<file path="config.mk">
export PLATFORM = sky130hd
export DESIGN_NAME = fifo_strobe_ctrl
export DESIGN_NICKNAME = d
export VERILOG_FILES = /design/src/rtl/fifo_strobe_pkg.sv /design/src/rtl/fifo_strobe_sync.sv /design/src/rtl/fifo_strobe_seq.sv /design/src/rtl/fifo_strobe_ctrl.sv
export SDC_FILE = /design/constraint.sdc
export NUM_CORES = 1
export LEC_CHECK = 0
export ABC_AREA = 1
export ABC_CLOCK_PERIOD_IN_PS = 800
export BUFFER_PORTS_ARGS = -buffer_cell sky130_fd_sc_hd__buf_4
export CORE_UTILIZATION = 26
export DETAILED_ROUTE_END_ITERATION = 10
export PLACE_DENSITY_LB_ADDON = 0.15
export SETUP_SLACK_MARGIN = 0.2
export SYNTH_ARGS = -nofsm -noshare
export SYNTH_HDL_FRONTEND = slang
export SYNTH_SLANG_ARGS = --single-unit
</file>
<file path="constraint.sdc">
create_clock -name clk -period 0.8 [get_ports clk]
set_clock_uncertainty 0.2 [all_clocks]
set_input_delay 0.04 -clock clk [delete_from_list [all_inputs] [get_ports clk]]
set_output_delay 0.04 -clock clk [all_outputs]
set_load 0.005 [all_outputs]
</file>
<file path="src/rtl/fifo_strobe_pkg.sv">
package fifo_strobe_pkg;
  typedef enum logic [1:0] {
    SEQ_IDLE = 2'd0,
    SEQ_WAIT = 2'd1,
    SEQ_HOLD = 2'd2
  } seq_state_t;
endpackage

</file>
<file path="src/rtl/fifo_strobe_sync.sv">
module fifo_strobe_sync #(
  parameter int WIDTH  = 2,
  parameter int STAGES = 2
) (
  input  logic             clk,
  input  logic             rst,
  input  logic [WIDTH-1:0] async_in,
  output logic [WIDTH-1:0] sync_out
);
  logic [WIDTH-1:0] stage_q [STAGES];

  always_ff @(posedge clk) begin
    if (rst) stage_q[0] <= '0;
    else     stage_q[0] <= async_in;
  end

  for (genvar s = 1; s < STAGES; s++) begin : g_stage
    always_ff @(posedge clk) begin
      if (rst) stage_q[s] <= '0;
      else     stage_q[s] <= stage_q[s-1];
    end
  end

  assign sync_out = stage_q[STAGES-1];
endmodule

</file>
<file path="src/rtl/fifo_strobe_seq.sv">
module fifo_strobe_seq
  import fifo_strobe_pkg::*;
#(
  parameter int LEAD = 0
) (
  input  logic clk,
  input  logic rst,
  input  logic req,
  input  logic blocked,
  output logic pulse
);
  localparam int CW = (LEAD > 1) ? $clog2(LEAD) : 1;
  localparam logic [CW-1:0] CNT_LOAD = CW'((LEAD > 0) ? LEAD - 1 : 0);

  seq_state_t      state_q;
  logic [CW-1:0]   cnt_q;

  always_ff @(posedge clk) begin
    if (rst) begin
      state_q <= SEQ_IDLE;
      cnt_q   <= '0;
      pulse   <= 1'b0;
    end else begin
      pulse <= 1'b0;
      case (state_q)
        SEQ_IDLE: begin
          if (req) begin
            if (LEAD == 0) begin
              pulse   <= ~blocked;
              state_q <= SEQ_HOLD;
            end else begin
              cnt_q   <= CNT_LOAD;
              state_q <= SEQ_WAIT;
            end
          end
        end
        SEQ_WAIT: begin
          if (cnt_q == '0) begin
            pulse   <= ~blocked;
            state_q <= SEQ_HOLD;
          end else begin
            cnt_q <= cnt_q - 1'b1;
          end
        end
        SEQ_HOLD: begin
          if (!req) state_q <= SEQ_IDLE;
        end
        default: state_q <= SEQ_IDLE;
      endcase
    end
  end

  // every pulse lasts exactly one cycle
  a_r3_single_cycle: assert property (@(posedge clk) disable iff (rst)
    pulse |=> !pulse);

  // a strobe still held after its pulse never fires again
  a_r5_no_repeat: assert property (@(posedge clk) disable iff (rst)
    (state_q == SEQ_HOLD && req) |=> !pulse);
endmodule

</file>
<file path="src/rtl/fifo_strobe_ctrl.sv">
module fifo_strobe_ctrl #(
  parameter int DATA_W    = 16,
  parameter int SYNC_DEPTH = 2,
  parameter int RD_LEAD   = 0,
  parameter int WR_LEAD   = 1
) (
  input  logic              clk,
  input  logic              rst,
  input  logic              sel_n,
  input  logic              rd_n,
  input  logic              wr_n,
  input  logic [DATA_W-1:0] sample_data,
  input  logic [DATA_W-1:0] fifo_rdata,
  input  logic              fifo_empty,
  input  logic              fifo_full,
  output logic              fifo_pop,
  output logic              fifo_push,
  output logic [DATA_W-1:0] fifo_wdata,
  output logic [DATA_W-1:0] bus_rdata,
  output logic              bus_oe
);
  logic       rd_access;
  logic [1:0] req_sync;
  logic       rd_sync;
  logic       wr_sync;

  assign rd_access = ~sel_n & ~rd_n;

  fifo_strobe_sync #(.WIDTH(2), .STAGES(SYNC_DEPTH)) u_sync (
    .clk      (clk),
    .rst      (rst),
    .async_in ({~wr_n, rd_access}),
    .sync_out (req_sync)
  );

  assign rd_sync = req_sync[0];
  assign wr_sync = req_sync[1];

  fifo_strobe_seq #(.LEAD(RD_LEAD)) u_rd_seq (
    .clk     (clk),
    .rst     (rst),
    .req     (rd_sync),
    .blocked (fifo_empty),
    .pulse   (fifo_pop)
  );

  fifo_strobe_seq #(.LEAD(WR_LEAD)) u_wr_seq (
    .clk     (clk),
    .rst     (rst),
    .req     (wr_sync),
    .blocked (fifo_full),
    .pulse   (fifo_push)
  );

  assign bus_oe     = rd_access;
  assign bus_rdata  = rd_access ? fifo_rdata : '0;
  assign fifo_wdata = sample_data;

  // nothing pulses right after reset
  a_r1_quiet_after_reset: assert property (@(posedge clk) disable iff (rst)
    $past(rst) |-> (!fifo_pop && !fifo_push));

  // a pop is always preceded by a synchronised read request
  a_r3_pop_after_sync: assert property (@(posedge clk) disable iff (rst)
    fifo_pop |-> $past(rd_sync));

  // a push follows the synchronised write request by two edges
  a_r4_push_after_sync: assert property (@(posedge clk) disable iff (rst)
    fifo_push |-> $past(wr_sync, 2));

  // never pop an empty FIFO
  a_r7_no_pop_empty: assert property (@(posedge clk) disable iff (rst)
    fifo_pop |-> !$past(fifo_empty));

  // never push a full FIFO
  a_r8_no_push_full: assert property (@(posedge clk) disable iff (rst)
    fifo_push |-> !$past(fifo_full));
endmodule

</file>
==> metrics.md <==
| Metric | Value |
|---|---|
| Placed Cells | 129 |
| Skew-Pair Late Insertion Delay | 0.26 ns |
| Hpwl dp | 878 um |
| Fin crit period | 0.915 ns |
| Die H | 46.8 um |
| Worst setup endpoint | fifo_pop |
| Pwr dens | 1150 nW/um2 |
| # clock sinks | 9 |
| DRC | 0 |
| Met3 Use GR | 0.0692 |
| I/O Buffers | 41 |
| Vias in the first global route | 451 |
| Sum of negative setup slack | -1.33 ns |
| First-pass GRT wire length | 1630 um |
| DRT antenna net count | 0 |
| Max cap viols | 0 |
| Status | finished with violations |
| Final setup viols | 22 |
| Post-Syn Area | 522 um2 |
| Worst setup SP type | flip-flop |
| TritonCTS clock tree | done |
| Fillers | 182 |
| VDD IR max | 488 uV |
| Tot GR Track Use | 0.105 |
| Cell Chain, Critical Path | buf_6 |
| Worst reg2reg setup slack | -0.02 ns |
| Die area | 2190 um2 |
| Share of cells above drive strength 1 | 0.717 |
| Max_slew headroom | 0.899 |
| Logic pwr share | 0.273 |
| Via Count | 532 |
| Failing checks | hold timing, setup timing |
| Largest cells by area after synthesis | dfxtp_1 (35%), buf_4 (23%), nor2_1 (19%), inv_1 (15%), and2_1 (2.4%) |
| Reg power frac | 0.419 |
| Cells after Synth | 80 |
| Post-Route WL | 1220 um |
| CTS Buf Count | 3 |
| Final hold slack | -0.273 ns |
| Initial antenna violation count | 0 |
| Post-DP Area | 813 um2 |
| CP endpoint kind | primary output |
| Switching power | 0.289 mW |
| CP max stage cell | dfxtp_2 |
| Max Buffers Root-to-Sink | 2 |
| Area grow syn2layout | 86.6% |
| Util after Layout | 0.540 |
| Worst-path clk slew | 0.06 ns |
| Maximum clock rate | 1090 MHz |
| Worst setup margin | -0.115 ns |
| Mean Syn Cell Area | 6.52 um2 |
| Hold Path Origin | wr_n |
| Met1 Use GR | 0.0998 |
| Htree depth | 1 |
| Critical Path Start | u_rd_seq.pulse |
| Synth unique cells | 9 |
| Mapped Nets | 119 |
| Clock power share | 0.309 |
| Top cell type's share of synthesized area | 0.345 |
| Ant diodes | 0 |
| Power Internal | 0.827 mW |
| Total gr overflow | 0 |
| Root Buffer | clkbuf_4 |
| Fin crit share | 1.14 |
| Delay-heaviest family, CP | flip-flops |
| Critical path type | reg -> out |
| RR Endpoint | u_wr_seq.state_q[0] |
| GP Congestion | 0.654 |
| CP max FO | 1 |
| Vias per inst | 3.86 |
| CORE AREA | 1800 um2 |
| Unrepaired setup endpoints after global routing | yes |
| # nets final | 153 |
| Busiest grt layer | met2 |
| Synth warnings | 0 |
| Worst Path Arrival | 0.67 ns |
| Buffer and inverter count on the worst path | 1 |
| Sw Share | 0.259 |
| DRT iter0 DRCs | 0 |
| DP Worst Slack | -0.112 ns |
| Met2 GRT Util | 0.172 |
| Sequential area share after synthesis | 0.345 |
| Chip width | 46.8 um |
| Design area | 973 um2 |
| Min-delay worst type | in -> reg |
| Site row count | 15 |
| R2R depth | 2 |
| Final hold vios | 25 |
| Ports | 74 |
| Non-Filler Instances | 138 |
| Largest net degree at the start of global routing | 18 |
| CP Depth | 1 |
| Slew Limit Fails | 0 |
| Detailed Routing Iterations Pass 1 | 1 |
| Required time of the critical path | 0.56 ns |
| Crit-path max cell delay | 0.32 ns |
| Wire length per cell | 8.86 um |
| Power Total | 1.12 mW |
| Count of state elements after synthesis | 9 |
| Synth area leader | dfxtp_1 |
| Worst flop-to-flop path startpoint | u_wr_seq.state_q[0] |
| Static leakage | 0.504 nW |
| Initial Util | 0.290 |
| Worst Tran Pin Value | 0.151 ns |
## power groups by stage
stage | sequential (mW) | combinational, mW | clock [mW]
after floorplan | 0.473 | 0.175 | 0
after global placement | 0.473 | 0.243 | 0
after detailed placement | 0.474 | 0.246 | 0
after CTS | 0.464 | 0.255 | 0.360
after global routing | 0.468 | 0.329 | 0.388
final | 0.467 | 0.304 | 0.345
## sequential cells by signal (all words and copies together), names as in the netlist
signal / cells
u_sync.stage_q: 4
u_rd_seq.state_q: 1
u_rd_seq.pulse: 1
u_wr_seq.state_q: 2
u_wr_seq.pulse: 1
## kinds of logic (layout without fill, tap and decap cells)
kind of cell / Yosys count / after routing / synth area share
and+or+nand+nor: 32 / 32 / 0.245
DFF: 9 / 9 / 0.345
buffers and inverters: 39 / 72 / 0.410
## repair_timing
| action | CTS | global route |
|---|---|---|
| gates resized for setup | 5 | 30 |
| gates cloned | 0 | 2 |
| endpoints found under the setup margin | 26 | 26 |
| pin swaps | 2 | 3 |
| setup buffers | 0 | 3 |
| endpoints found under the hold margin | 25 | 25 |
## cell usage after synthesis
| master | count |
|---|---|
| inv_1 | 21 |
| inv_2 | 1 |
| buf_4 | 16 |
| dfxtp_1 | 9 |
| buf_6 | 1 |
| and2_1 | 2 |
| nand2_1 | 3 |
| nor2_2 | 1 |
| nor2_1 | 26 |
## worst min-delay path by stage
stage	endpoint	depth (start not counted)
4_1_cts	u_sync.stage_q[0][1]	2
6_report	u_sync.stage_q[0][1]	2
2_1_floorplan	bus_oe	1
3_3_place_gp	fifo_wdata[11]	0
3_5_place_dp	fifo_wdata[11]	0
5_1_grt	u_sync.stage_q[0][1]	2
## placed cells by master, fill, tap and decap left out
cell      instances
buf_4            33
and2_1            2
nand2_1           3
buf_6            11
inv_1            18
dfxtp_1           2
dfxtp_2           7
clkbuf_1          1
clkinv_8          1
nor2_1            6
inv_6             2
nor2_4           13
inv_2             3
clkbuf_4          3
nor2_2            8
## metal layers
metal  routed length (um)  part of all wire  vias to the layer above
li1                     -                 -                      270
met1                  410              0.34                      229
met2                  662              0.54                       33
met3                  149              0.12                        0
met4                    0                 0                        0
met5                    0                 0                        -
## cell type report
cell class | count | area (um2) | share of cell area
multi-input cells | 32 | 243 | 0.249
well taps | 25 | 31.3 | 0.0321
clock buffers | 4 | 26.3 | 0.0270
inverters | 22 | 95.1 | 0.0977
flip-flops and latches | 9 | 189 | 0.194
repair inverters | 2 | 17.5 | 0.0180
repair buffers | 44 | 372 | 0.382
Power figures use the tool's default switching activity.
